### config.mk
export PLATFORM = sky130hd
export DESIGN_NAME = dma_overrun_ctl
export DESIGN_NICKNAME = d
export VERILOG_FILES = /design/src/rtl/dma_overrun_ctl.sv
export SDC_FILE = /design/constraint.sdc
export NUM_CORES = 1
export LEC_CHECK = 0
export BUFFER_PORTS_ARGS = -buffer_cell sky130_fd_sc_hd__buf_2
export CORE_MARGIN = 2
export CORE_UTILIZATION = 52
export DETAILED_ROUTE_END_ITERATION = 10
export PLACE_DENSITY = 0.8
export SLEW_MARGIN = 15
export SYNTH_ARGS = -nofsm -noshare
export SYNTH_HDL_FRONTEND = slang
export SYNTH_SLANG_ARGS = --single-unit
### constraint.sdc
create_clock -name clk -period 6.6 [get_ports clk]
set_input_delay 0.99 -clock clk [delete_from_list [all_inputs] [get_ports clk]]
set_output_delay 0.99 -clock clk [all_outputs]
set_load 0.01 [all_outputs]
### src/rtl/dma_overrun_ctl.sv
module dma_overrun_ctl #(
  parameter int NUM_FIFO   = 3,
  parameter int CNT_W      = 8,
  parameter int LEN_W      = 8,
  parameter int POS_W      = 12,
  parameter int LINE_W     = 4,
  parameter int WORD_BYTES = 4
) (
  input  logic                      clk,
  input  logic                      rst_n,
  input  logic                      planar_mode,
  input  logic [CNT_W-1:0]          thr_full,
  input  logic [CNT_W-1:0]          thr_afull,
  input  logic [NUM_FIFO*CNT_W-1:0] fifo_cnt,
  input  logic                      fifo_avail,
  input  logic                      fifo_eol,
  input  logic                      instr_valid,
  input  logic [LEN_W-1:0]          instr_len,
  input  logic                      instr_eol,
  input  logic                      bus_gnt,
  input  logic                      tgt_ack,
  input  logic                      par_err,
  input  logic [1:0]                irq_clr,
  output logic                      bus_req,
  output logic                      burst_start,
  output logic                      burst_term,
  output logic                      fifo_pop,
  output logic                      pop_drop,
  output logic                      instr_take,
  output logic                      instr_skip,
  output logic                      overrun,
  output logic [POS_W-1:0]          byte_pos,
  output logic [LINE_W-1:0]         lines_skip,
  output logic                      irq_slow,
  output logic                      irq_par
);

  localparam logic [LINE_W-1:0] SKIP_MAX = {LINE_W{1'b1}};
  localparam logic [POS_W-1:0]  STEP     = POS_W'(WORD_BYTES);

  typedef enum logic [2:0] {S_IDLE, S_ADDR, S_XFER, S_DROP, S_HALT} st_t;

  st_t st, nxt;
  logic [LEN_W-1:0] rem;
  logic eol_taken, ovf_seen, set_slow;
  logic [NUM_FIFO-1:0] lt_full, lt_afull;
  logic [CNT_W-1:0] afull_eff;

  assign afull_eff = (thr_afull < thr_full) ? thr_afull : thr_full;

  for (genvar g = 0; g < NUM_FIFO; g++) begin : g_cmp
    assign lt_full[g]  = fifo_cnt[g*CNT_W +: CNT_W] < thr_full;
    assign lt_afull[g] = fifo_cnt[g*CNT_W +: CNT_W] < afull_eff;
  end

  wire ok_afull  = &lt_afull;
  wire have      = rem != '0;
  wire last_word = rem == LEN_W'(1);
  wire skipping  = lines_skip != '0;

  assign overrun  = ~&lt_full;
  assign pop_drop = fifo_pop && (st == S_DROP);

  always_comb begin
    nxt = st;
    bus_req = 1'b0;
    burst_start = 1'b0;
    burst_term = 1'b0;
    fifo_pop = 1'b0;
    instr_take = 1'b0;
    instr_skip = 1'b0;
    set_slow = 1'b0;
    if (par_err) begin
      nxt = S_HALT;
    end else begin
      case (st)
        S_IDLE: begin
          if (overrun) begin
            nxt = S_DROP;
          end else if (skipping) begin
            instr_take = instr_valid;
            instr_skip = instr_valid;
          end else if (instr_valid && ok_afull) begin
            bus_req = 1'b1;
            if (bus_gnt) begin
              burst_start = 1'b1;
              instr_take = 1'b1;
              nxt = S_ADDR;
            end
          end
        end
        S_ADDR: begin
          bus_req = 1'b1;
          if (tgt_ack) begin
            if (ovf_seen || overrun) begin
              burst_term = 1'b1;
              set_slow = 1'b1;
              nxt = S_DROP;
            end else begin
              nxt = S_XFER;
            end
          end
        end
        S_XFER: begin
          bus_req = 1'b1;
          fifo_pop = fifo_avail;
          if (fifo_avail && last_word) begin
            if (planar_mode && instr_valid) instr_take = 1'b1;
            else nxt = S_IDLE;
          end
        end
        S_DROP: begin
          bus_req = 1'b1;
          if (have && bus_gnt && ok_afull) begin
            burst_start = 1'b1;
            nxt = S_ADDR;
          end else if (!have && instr_valid && !eol_taken && !skipping) begin
            instr_take = 1'b1;
          end else begin
            fifo_pop = fifo_avail;
            if (fifo_avail && fifo_eol && bus_gnt) nxt = S_IDLE;
          end
        end
        S_HALT: begin
          if (!irq_par) nxt = S_IDLE;
        end
        default: nxt = S_IDLE;
      endcase
    end
  end

  always_ff @(posedge clk or negedge rst_n) begin
    if (!rst_n) begin
      st <= S_IDLE;
      rem <= '0;
      eol_taken <= 1'b0;
      ovf_seen <= 1'b0;
      byte_pos <= '0;
      lines_skip <= '0;
      irq_slow <= 1'b0;
      irq_par <= 1'b0;
    end else begin
      st <= nxt;

      if (burst_start) ovf_seen <= 1'b0;
      else if (st == S_ADDR && overrun) ovf_seen <= 1'b1;

      if (par_err) begin
        rem <= '0;
        eol_taken <= 1'b0;
      end else if (instr_take && !instr_skip) begin
        rem <= instr_len;
        eol_taken <= instr_eol;
      end else if (fifo_pop) begin
        if (pop_drop && fifo_eol) rem <= '0;
        else if (have) rem <= rem - LEN_W'(1);
        if (fifo_eol) eol_taken <= 1'b0;
      end

      if (instr_skip && instr_eol)
        lines_skip <= lines_skip - LINE_W'(1);
      else if (pop_drop && fifo_eol && !eol_taken && lines_skip != SKIP_MAX)
        lines_skip <= lines_skip + LINE_W'(1);

      if (fifo_pop) byte_pos <= fifo_eol ? '0 : byte_pos + STEP;

      irq_slow <= set_slow | (irq_slow & ~irq_clr[0]);
      irq_par  <= par_err  | (irq_par  & ~irq_clr[1]);
    end
  end

endmodule

==> results by stage <==
Synthesis:
- The most common flop cell mapped by yosys is dfrtp_1.
- The Yosys step of the flow raised 0 warnings.
- The share of flip-flops with an asynchronous set or reset is 100.0%.
- After synthesis the cells add up to 3387 sq um.
- Synthesis produced 409 cells.
- The number of storage elements in the synthesis netlist is 29.
- The register area share after synthesis is 21.43%.
- In this run, synthesis inferred 0 flip-flops with an integrated enable.
- The synthesized area per cell is between 8 and 9 sq um.
- The netlist uses 77 different library cells.

Detailed routing:
- Across all layers, the routed design uses 3511 vias.
- The first detailed-routing pass took 7 iterations.
- The detailed-route wire length per cell is around 16 um.
- The remaining antenna violation count after routing is 0.
- The number of vias per cell after detailed routing is between 6 and 7.
- The DRC violation count after routing is 0.
- The final wirelength is just under 9 mm.
- The detailed router finished its first iteration with 235 violations.

Timing:
- The worst path setup slack after routing is slightly above 0.5 ns.
- The worst pin sits at a relative slew slack of 55.55%.
- The clock period could shrink to 6.085 ns.
- Setup repair after global routing left no endpoint under its margin.
- The max-slew violation count is 0.
- The final-layout setup total negative slack is 0 ns.
- The final number of hold-violating endpoints was 0.
- The final critical path takes up 92.20% of the cycle.
- The transition time of the tightest slew-check pin is 0.6654 ns.
- Setup violations remaining at the end of the flow were counted as 0.
- The worst setup skew after layout is 0.006073 ns.
- The maximum frequency from static timing analysis is 164.3 MHz.

Setup path:
- The critical path starts at thr_full[2].
- The maximum cell stage delay along the critical path is 0.45 ns.
- For flop-to-flop paths, the worst setup slack is ~3.4 ns.
- The launch instance of the worst register-to-register path is lines_skip[0].
- STA classifies the critical path startpoint as an input port.
- The worst setup path is captured at a primary output.
- The critical path runs through a total of 18 cells.
- The worst setup path is of the in -> out kind.
- The critical path goes through buf_2 > inv_1 > ha_1 > a211oi_2 > o21ai_2 > a21oi_4 > nor2_1 > a21oi_1 > ha_1 > a222oi_1 > nand3_1 > a211oi_1 > nand4_1 > a2111o_1 > or3_1 > nand2_1 > inv_1 > buf_2.
- Together, buffers and inverters on the worst path number 4.
- STA puts the critical path data required time at around 5.6 ns.
- Of all nets on the critical path, the largest fanout is 13.
- The worst endpoint data arrival time is 5.10 ns.
- Among all stages on the critical path, the largest delay is contributed by or3_1.
- Among cell families on the critical path, the largest total delay comes from compound AO/OA/AOI/OAI gates.
- The worst-case reg-to-reg path depth is 9.

Clocking:
- The number of setup buffers added after CTS is 0.
- The number of clock sinks is 29.
- The number of clock buffers added by TritonCTS is 5.
- The total of hold buffers inserted after clock tree synthesis is 0.
- The buffer levels on the longest clock path is 2.
- The H-tree depth reported by CTS is 2.
- The tree is rooted in a clkbuf_8.
- Clock-pin slew was measured on the worst setup and hold paths at 0.06 ns.
- The total of cells resized after clock tree synthesis is 0.
- TritonCTS built the clock tree.
- The clock insertion delay at the later pin of the skew report is 0.27 ns.

Floorplan:
- In this run the vertical extent of the chip is 84.71 um.
- The number of standard-cell rows in the floorplan is 29.
- For this configuration, the core starts out at a cell density of 53.65%.
- The overall die width is 84.71 um.
- The area of the core region is 6314 sq um.
- During I/O placement, the number of pins put on the boundary was 86.
- The area of the die is 7175 sq um.

Pwr:
- For this design the static power due to leakage is 1.983 nW.
- For this design the total switching power over the nets is between 0.2 and 0.3 mW.
- The overall power of the completed layout is around 0.74 mW.
- In this run switching power makes up 40.60% of total power.
- The proportion of power drawn by combinational gates is 45.9%.
- The share of total power dissipated in the clock network is 19.8%.
- IR analysis of the VDD net gives a maximum drop of 0.1485 mV.
- The cell internal power dissipation is between 0.4 and 0.5 mW.
- The total power divided by cell area is around 190 nW/um^2.
- Of the total power, registers draw 34.4%.

Worst hold path:
- The worst hold path cell count is 1.
- The origin of the worst min-delay path is irq_slow.
- The path class of the tightest hold or removal check is reg -> reg.

Finish:
- Compared with the post-synthesis result, the final layout area differs by 16.33%.
- The total inserted antenna cells is 0.
- The final-stage net count is 603.
- After filler insertion, the fill cell instance count of the layout stands at 573.
- In the final layout, the share of cells above drive strength 1 is 22.45%.

Global routing:
- Global routing used 24.72% of the available tracks.
- The maximum number of pins on one net before global-route repair is 30.
- The initial antenna violation count is 0.
- The number of global-route vias before repair is 3238.
- The first-pass GRT wire length is around 15 mm.
- The total overflow reported by the global router is 0.

Placed design:
- The setup slack at placement is 0.5720 ns.
- The placer's final routability congestion estimate is 0.9050.
- The detailed-placement wirelength estimate is 7.177 mm.
- Port buffering added 83 buffers.

Status:
- The run finished with clean final reports.

Flow run:
- The count of max-cap constraint violations is 0.
-- metrics by stage --
step	instance area (sq um)	std cells	util [%]	hold WS, ns
6_report	3940	567	62.41	0.4791
5_1_grt	3940	567	62.41	0.5141
4_1_cts	3940	567	62.41	0.4897
3_5_place_dp	3854	560	61.04	0.4758
3_3_place_gp	3854	560	61.04	0.4527
2_1_floorplan	3391	410	-	0.4551
-- Yosys cell counts (6+ instances only) --
master	n	area [sq um]
nand3_1	19	95.09
a21oi_1	21	105.1
dfrtp_1	29	725.7
or3_1	10	62.56
inv_1	27	101.4
nor2_1	36	135.1
nor3_1	12	60.06
and3_1	10	62.56
ha_1	52	650.6
nand2_1	32	120.1
a21o_1	11	82.58
nand4_1	19	118.9
o31ai_1	7	52.55
o21ai_0	12	60.06
clkbuf_1	6	22.52
-- logic make-up (layout without fill, tap and decap cells) --
kind of cell | Yosys count | after routing | synth area share (%)
and+or+nand+nor | 169 | 169 | 26.82
DFF | 29 | 29 | 21.43
xor gates and xnor gates | 7 | 7 | 1.810
other | 1 | 2 | 0.1107
muxes | 3 | 3 | 1.071
adders and majority gates | 53 | 53 | 19.80
AOI/OAI and AO/OA | 107 | 107 | 23.83
buffers and inverters | 40 | 120 | 5.134
-- cell usage in the layout (no fill, tap or decap), drive strengths merged, types with 5 or more instances in the layout --
cell / synthesis / final
a211oi: 7 / 7
nand3: 20 / 20
a21o: 11 / 11
inv: 27 / 27
o21ai: 14 / 14
nor2: 36 / 36
buf: 6 / 85
dfrtp: 29 / 29
or3: 10 / 10
ha: 52 / 52
nand2: 33 / 33
xor2: 5 / 5
a21oi: 22 / 22
and3: 10 / 10
nand4: 19 / 19
a211o: 5 / 5
o31ai: 7 / 7
clkbuf: 6 / 7
nor3: 14 / 14
and2: 6 / 6
-- routing by layer --
layer / track usage, % / routed length (um)
met4: 4.618 / 121
met3: 4.523 / 580
met1: 33.35 / 3938
met5: 0 / 0
met2: 41.88 / 4172
-- state kept, by name (all words and copies together), names as in the netlist --
signal and count:
st 3, ovf_seen 1, irq_slow 1, eol_taken 1
byte_pos 10, lines_skip 4, rem 8, irq_par 1
-- area by class of cell --
| class | instances | area [sq um] | share of cell area (%) |
|---|---|---|---|
| multi-input cells | 341 | 2496 | 63.35 |
| flip-flops and latches | 29 | 725.7 | 18.42 |
| repair buffers | 85 | 430.4 | 10.92 |
| inverters | 28 | 105.1 | 2.668 |
| well taps | 77 | 96.34 | 2.445 |
| clock buffers | 7 | 86.33 | 2.191 |
-- power by group through the flow --
stage,combinational (mW),clock [mW],sequential [mW]
floorplan,0.237,0,0.250
global placement,0.322,0,0.253
detailed placement,0.333,0,0.256
CTS,0.336,0.148,0.253
global route,0.382,0.156,0.259
finish,0.339,0.146,0.254
-- final timing paths --
kind / to
min: irq_slow
min reg2reg: irq_slow
min in group asynchronous: st[1]
max: fifo_pop
max in group asynchronous: byte_pos[2]
max reg2reg: rem[6]
Note: power is estimated with default switching activity, not from simulation.
